File: src/rtl/tconv_pkg.sv
package tconv_pkg;

    localparam int CODE_W  = 12;
    localparam int SCALE_W = 16;
    localparam int TEMP_W  = 32;
    localparam int PROD_W  = CODE_W + SCALE_W;

    // Piecewise model table
    localparam logic [CODE_W-1:0]         PW_KNEE      = 12'h500;
    localparam logic [SCALE_W-1:0]        PW_SLOPE_HI  = 16'd1191;
    localparam logic signed [TEMP_W-1:0]  PW_ICPT_HI   = 32'sd223000;
    localparam logic [SCALE_W-1:0]        PW_SLOPE_LO0 = 16'd1452;
    localparam logic signed [TEMP_W-1:0]  PW_ICPT_LO0  = 32'sd259000;
    localparam logic [SCALE_W-1:0]        PW_SLOPE_LON = 16'd1590;
    localparam logic signed [TEMP_W-1:0]  PW_ICPT_LON  = 32'sd276000;

    typedef enum logic {
        MODE_LINEAR    = 1'b0,
        MODE_PIECEWISE = 1'b1
    } conv_mode_e;

    // temp = icpt - (code * slope) / 10
    typedef struct packed {
        logic signed [TEMP_W-1:0] icpt;
        logic [SCALE_W-1:0]       slope;
    } coef_t;

    // Stage-one register contents (channel travels beside it)
    typedef struct packed {
        logic                     valid;
        logic                     zero;
        logic [PROD_W-1:0]        prod;
        logic signed [TEMP_W-1:0] icpt;
        logic signed [TEMP_W-1:0] dev;
    } stage1_t;

    function automatic coef_t pw_coef(input logic [CODE_W-1:0] code,
                                      input logic chan_is0);
        coef_t c;
        if (code >= PW_KNEE) begin
            c.icpt  = PW_ICPT_HI;
            c.slope = PW_SLOPE_HI;
        end else if (chan_is0) begin
            c.icpt  = PW_ICPT_LO0;
            c.slope = PW_SLOPE_LO0;
        end else begin
            c.icpt  = PW_ICPT_LON;
            c.slope = PW_SLOPE_LON;
        end
        return c;
    endfunction

endpackage

File: src/rtl/tconv_coef_sel.sv
module tconv_coef_sel
    import tconv_pkg::*;
(
    input  conv_mode_e                mode,
    input  logic                      chan_is0,
    input  logic [CODE_W-1:0]         code,
    input  logic signed [TEMP_W-1:0]  lin_offset,
    input  logic [SCALE_W-1:0]        lin_scale,
    output coef_t                     coef
);

    always_comb begin
        if (mode == MODE_PIECEWISE) begin
            coef = pw_coef(code, chan_is0);
        end else begin
            coef.icpt  = lin_offset;
            coef.slope = lin_scale;
        end
    end

endmodule

File: src/rtl/tconv_mul_stage.sv
module tconv_mul_stage
    import tconv_pkg::*;
#(
    parameter int CH_W = 2
) (
    input  logic                      clk,
    input  logic                      rst,
    input  logic                      in_valid,
    input  logic [CH_W-1:0]           in_chan,
    input  logic [CODE_W-1:0]         in_code,
    input  coef_t                     coef,
    input  logic signed [TEMP_W-1:0]  deviation,
    output stage1_t                   s1,
    output logic [CH_W-1:0]           s1_chan
);

    logic [PROD_W-1:0] prod_c;

    always_comb begin
        prod_c = PROD_W'(in_code) * PROD_W'(coef.slope);
    end

    always_ff @(posedge clk) begin
        if (rst) begin
            s1      <= '0;
            s1_chan <= '0;
        end else begin
            s1.valid <= in_valid;
            s1.zero  <= in_valid && (in_code == '0);
            s1.prod  <= in_valid ? prod_c : '0;
            s1.icpt  <= in_valid ? coef.icpt : '0;
            s1.dev   <= in_valid ? deviation : '0;
            s1_chan  <= in_valid ? in_chan : '0;
        end
    end

    p_stage_valid_r1: assert property (@(posedge clk) disable iff (rst)
        in_valid |=> s1.valid);

    p_zero_flag_r4: assert property (@(posedge clk) disable iff (rst)
        in_valid |=> (s1.zero == ($past(in_code) == '0)));

endmodule

File: src/rtl/tconv_fin_stage.sv
module tconv_fin_stage
    import tconv_pkg::*;
#(
    parameter int CH_W = 2
) (
    input  logic                      clk,
    input  logic                      rst,
    input  stage1_t                   s1,
    input  logic [CH_W-1:0]           s1_chan,
    output logic                      o_valid,
    output logic [CH_W-1:0]           o_chan,
    output logic signed [TEMP_W-1:0]  o_temp,
    output logic                      o_not_ready
);

    localparam int PAD_W = TEMP_W - PROD_W;

    logic [PROD_W-1:0]        quot;
    logic signed [TEMP_W-1:0] model;
    logic signed [TEMP_W-1:0] temp_c;

    always_comb begin
        // Product is non-negative, so unsigned division truncates toward zero
        quot   = s1.prod / PROD_W'(10);
        model  = s1.icpt - $signed({{PAD_W{1'b0}}, quot});
        temp_c = model + s1.dev;
    end

    always_ff @(posedge clk) begin
        if (rst) begin
            o_valid     <= 1'b0;
            o_chan      <= '0;
            o_temp      <= '0;
            o_not_ready <= 1'b0;
        end else begin
            o_valid     <= s1.valid;
            o_chan      <= s1_chan;
            o_not_ready <= s1.valid && s1.zero;
            o_temp      <= (s1.valid && !s1.zero) ? temp_c : '0;
        end
    end

    p_out_follows_r1: assert property (@(posedge clk) disable iff (rst)
        s1.valid |=> o_valid);

    p_out_idle_r1: assert property (@(posedge clk) disable iff (rst)
        !s1.valid |=> !o_valid);

    p_chan_carry_r8: assert property (@(posedge clk) disable iff (rst)
        s1.valid |=> (o_chan == $past(s1_chan)));

endmodule

File: src/rtl/tconv_top.sv
module tconv_top
    import tconv_pkg::*;
#(
    parameter int CH_NUM = 4,
    localparam int CH_W  = (CH_NUM > 1) ? $clog2(CH_NUM) : 1
) (
    input  logic                      clk,
    input  logic                      rst,
    input  logic                      in_valid,
    input  logic [CH_W-1:0]           in_chan,
    input  logic [CODE_W-1:0]         in_code,
    input  logic                      cfg_mode,
    input  logic signed [TEMP_W-1:0]  cfg_offset,
    input  logic [SCALE_W-1:0]        cfg_scale,
    input  logic signed [TEMP_W-1:0]  cfg_deviation,
    output logic                      out_valid,
    output logic [CH_W-1:0]           out_chan,
    output logic signed [TEMP_W-1:0]  out_temp,
    output logic                      out_not_ready
);

    coef_t           coef;
    stage1_t         s1;
    logic [CH_W-1:0] s1_chan;
    conv_mode_e      mode;

    assign mode = conv_mode_e'(cfg_mode);

    tconv_coef_sel u_coef (
        .mode       (mode),
        .chan_is0   (in_chan == '0),
        .code       (in_code),
        .lin_offset (cfg_offset),
        .lin_scale  (cfg_scale),
        .coef       (coef)
    );

    tconv_mul_stage #(.CH_W(CH_W)) u_mul (
        .clk       (clk),
        .rst       (rst),
        .in_valid  (in_valid),
        .in_chan   (in_chan),
        .in_code   (in_code),
        .coef      (coef),
        .deviation (cfg_deviation),
        .s1        (s1),
        .s1_chan   (s1_chan)
    );

    tconv_fin_stage #(.CH_W(CH_W)) u_fin (
        .clk         (clk),
        .rst         (rst),
        .s1          (s1),
        .s1_chan     (s1_chan),
        .o_valid     (out_valid),
        .o_chan      (out_chan),
        .o_temp      (out_temp),
        .o_not_ready (out_not_ready)
    );

    p_notready_blank_r4: assert property (@(posedge clk) disable iff (rst)
        (out_valid && out_not_ready) |-> (out_temp == '0));

    p_idle_quiet_r9: assert property (@(posedge clk) disable iff (rst)
        !out_valid |-> (!out_not_ready && out_temp == '0));

endmodule

File: config.mk
export PLATFORM = sky130hd
export DESIGN_NAME = tconv_top
export DESIGN_NICKNAME = d
export VERILOG_FILES = /design/src/rtl/tconv_pkg.sv /design/src/rtl/tconv_coef_sel.sv /design/src/rtl/tconv_mul_stage.sv /design/src/rtl/tconv_fin_stage.sv /design/src/rtl/tconv_top.sv
export SDC_FILE = /design/constraint.sdc
export NUM_CORES = 1
export LEC_CHECK = 0
export CAP_MARGIN = 20
export CELL_PAD_IN_SITES_DETAIL_PLACEMENT = 1
export CELL_PAD_IN_SITES_GLOBAL_PLACEMENT = 1
export CORE_MARGIN = 2
export CORE_UTILIZATION = 35
export DETAILED_ROUTE_END_ITERATION = 16
export PLACE_DENSITY = 0.62
export SETUP_SLACK_MARGIN = 0.3
export SLEW_MARGIN = 20
export SYNTH_ARGS = -nofsm -noshare
export SYNTH_HDL_FRONTEND = slang
export SYNTH_SLANG_ARGS = --single-unit
export TNS_END_PERCENT = 5
File: constraint.sdc
create_clock -name clk -period 18.6 [get_ports clk]
set_input_delay 4.65 -clock clk [delete_from_list [all_inputs] [get_ports clk]]
set_output_delay 4.65 -clock clk [all_outputs]
set_load 0.01 [all_outputs]
==> flow_metrics.tcl <==
set metrics [dict create \
    outcome "finished, final reports clean" \
    vias 13750 \
    slew_headroom_pct 25.91 \
    wl_per_cell_um 19.26 \
    antenna_found_initial 0 \
    reg2reg_from "u_mul.s1[90]$_SDFF_PP0_" \
    start_kind "flip-flop" \
    die_h_um 217.7 \
    place_congestion 0.8635 \
    async_reset_ff_share_pct 0 \
    via_per_inst 5.329 \
    final.min_clock_period_ns 16.85 \
    layout_common_cells "inv_1, nand2_1, fa_1, clkdlybuf4s50_1, dfxtp_1" \
    rrSetupSlack_ns 1.75 \
    hp-class "flip-flop to flip-flop" \
    syn-num-nets 2265 \
    drt_iter0_drc 651 \
    io_buffers 133 \
    final_common_cell "inv_1" \
    die_x_um 217.7 \
    yosys.cell_types.count 124 \
    overflow 0 \
    cp.arrival_ns 17.18 \
    crit_slowest_cell "or4_1" \
    hold_viol 0 \
    drive_gt1_share_pct 8.236 \
    synth.yosys.seq_area_share_pct 16.41 \
    path_depth 75 \
    hpwl_mm 38.81 \
    core_mm2 0.04519 \
    r2r_end "u_fin.o_temp[30]$_SDFF_PP0_" \
    grt_use_total_pct 21.48 \
    cts_tree "built" \
    cts_max_level 4 \
    path_class "flip-flop to flip-flop" \
    fmax_ghz 0.05935 \
    syn_avg_cell_area_um2 8.418 \
    crit_end "u_fin.o_temp[30]$_SDFF_PP0_" \
    cp_slowest_stage_delay_ns 0.44 \
    synthDominantCellAreaShare_pct 20.68 \
    path_buf_inv 9 \
    cts.root.buffer_cell "clkbuf_16" \
    drt-total-wl_mm 49.70 \
    die_area_mm2 0.04737 \
    cp.required_ns 18.93 \
    worstSetupStartpoint "u_mul.s1[90]$_SDFF_PP0_" \
    io_pins 134 \
    cts_hold_buf 0 \
    synth_area_mm2 0.01598 \
    synth-main-ff-cell "dfxtp_1" \
    yosys.area_share.xor_xnor_pct 3.164 \
    synth_edf_count 0 \
    initial_core_util_pct 35.36 \
    drc_errors 0 \
    path_clk_slew_ns 0.06 \
    slew_viol_final 0 \
    cpLargestDelayFamily "compound AO/OA/AOI/OAI gates" \
    period_share_pct 90.58 \
    grt_pass1_vias 14350 \
    numCtsBuffers 17 \
    maxCapViolCount 0 \
    rows 78 \
    hp-start "u_mul.s1_chan[0]$_SDFF_PP0_" \
    cts_sinks 131 \
    clock_skew_ns 0.02360 \
    clkLatencyLatePin_ns 0.47 \
    drtAntennaViolNets 0 \
    rsz0062_at_grt "false" \
    synth_seq_cells 131 \
    synth_top_family_by_area "adder cells" \
    grt_max_degree 36 \
    muxShareOfSynthArea_pct 1.300 \
    drt-pass1-iter-count 5 \
    synth-adder-area-share_pct 29.20 \
    r2r_cells 75 \
    synthSimpleGateAreaFrac_pct 20.62 \
    ys_warn_count 0 \
    setup_viol 0 \
    area_growth_pct 14.83 \
    setup_tns_ns 0 \
    end_kind "flip-flop" \
    cp_max_fo 32 \
    final_nets 2333 \
    synth_area_leaders "fa_1, dfxtp_1, ha_1" \
    grt_pass1_wl_mm 80.07 \
    syn_inst 1898 \
    yosys.area.top_type "fa_1" \
    synth_compound_area_share_pct 19.36 \
    worstMarginPinSlew_ns 1.109 \
    ctsLongestPathBuffers 2 \
]
## state kept, by name, indices dropped and copies added (netlist names)
register           cells
u_fin.o_temp          32
u_fin.o_valid          1
u_fin.o_not_ready      1
u_mul.s1              93
u_mul.s1_chan          2
u_fin.o_chan           2
## how the worst min path moves through the flow
stage | slack, ns | end | depth (start not counted)
floorplan | 0.41 | u_fin.o_chan[0]$_SDFF_PP0_ | 1
global placement | 0.43 | u_fin.o_chan[0]$_SDFF_PP0_ | 1
detailed placement | 0.43 | u_fin.o_chan[0]$_SDFF_PP0_ | 1
CTS | 0.44 | u_fin.o_chan[0]$_SDFF_PP0_ | 1
global route | 0.46 | u_fin.o_chan[0]$_SDFF_PP0_ | 1
finish | 0.44 | u_fin.o_chan[0]$_SDFF_PP0_ | 1
## cell families after synthesis
| group | after synthesis |
|---|---|
| and+or+nand+nor | 644 |
| buffers and inverters | 364 |
| xor gates and xnor gates | 56 |
| adders and majority gates | 275 |
| muxes | 18 |
| AOI/OAI and AO/OA | 410 |
| DFF | 131 |
## synth_stat cells (11+ instances only)
cell type	instances
and2_1	122
nand2b_1	12
buf_6	14
o21ai_0	57
buf_2	11
nand2_1	199
nor2_1	116
fa_1	165
dfxtp_1	131
a211oi_1	21
o211ai_1	18
o31ai_1	11
clkbuf_1	65
a21oi_1	73
nand3_1	27
o22ai_1	14
o21a_1	15
inv_1	235
a21boi_0	11
a21o_1	12
nor4_1	19
nor3_1	44
xnor2_1	50
nor2b_1	21
a31oi_1	14
o21bai_1	24
buf_4	13
nand4_1	11
ha_1	104
## final cells by class
| class | count | area (um2) |
|---|---|---|
| multi-input combinational | 1403 | 11840 |
| antenna | 1 | 2.502 |
| sequential | 131 | 2635 |
| clock buffer | 18 | 429.2 |
| tap | 600 | 750.7 |
| fill | 5334 | 26840 |
| inverter | 254 | 973.4 |
| timing repair buffer | 159 | 1543 |
| clock inverter | 14 | 176.4 |
## metrics by stage
step                      instances  worst slack [ns]  area (um2)  util (%)  hold slack (ns)
after global placement         2539             1.089       17570     38.89           0.4291
after detailed placement       2539            0.8478       17580     38.90           0.4276
after CTS                      2571            0.7639       18180     40.24           0.4428
final                          2580             1.752       18350     40.60           0.4394
after global routing           2579            0.3073       18340     40.60           0.4562
after floorplan                1898             4.689       15980         -           0.4138
## worst register-to-register path: cells and delay by family, from the launching register on
| kind | cells | cell delay (ns) |
|---|---|---|
| mux | 3 | 0.96 |
| flops | 1 | 0.33 |
| simple gates | 15 | 3.62 |
| fa+ha+maj | 5 | 1.39 |
| buf+inv | 9 | 1.21 |
| compound gates | 42 | 9.04 |
| xor+xnor | 1 | 0.16 |
## layer usage
layer	global-route usage, %	routed length (um)	vias up
li1	-	-	6529
met1	30.81	24670	6906
met2	34.80	22990	282
met3	2.218	1527	31
met4	4.680	512	0
met5	0	0	-
## what timing repair did
action	in CTS	in global routing
hold endpoints to repair	0	0
setup endpoints to repair	0	7
setup buffers	0	8
resized for setup	0	27
Power is left out: the tool's default activity adds up to more than one toggle a clock period on the data nets, which glitch-free logic cannot reach.
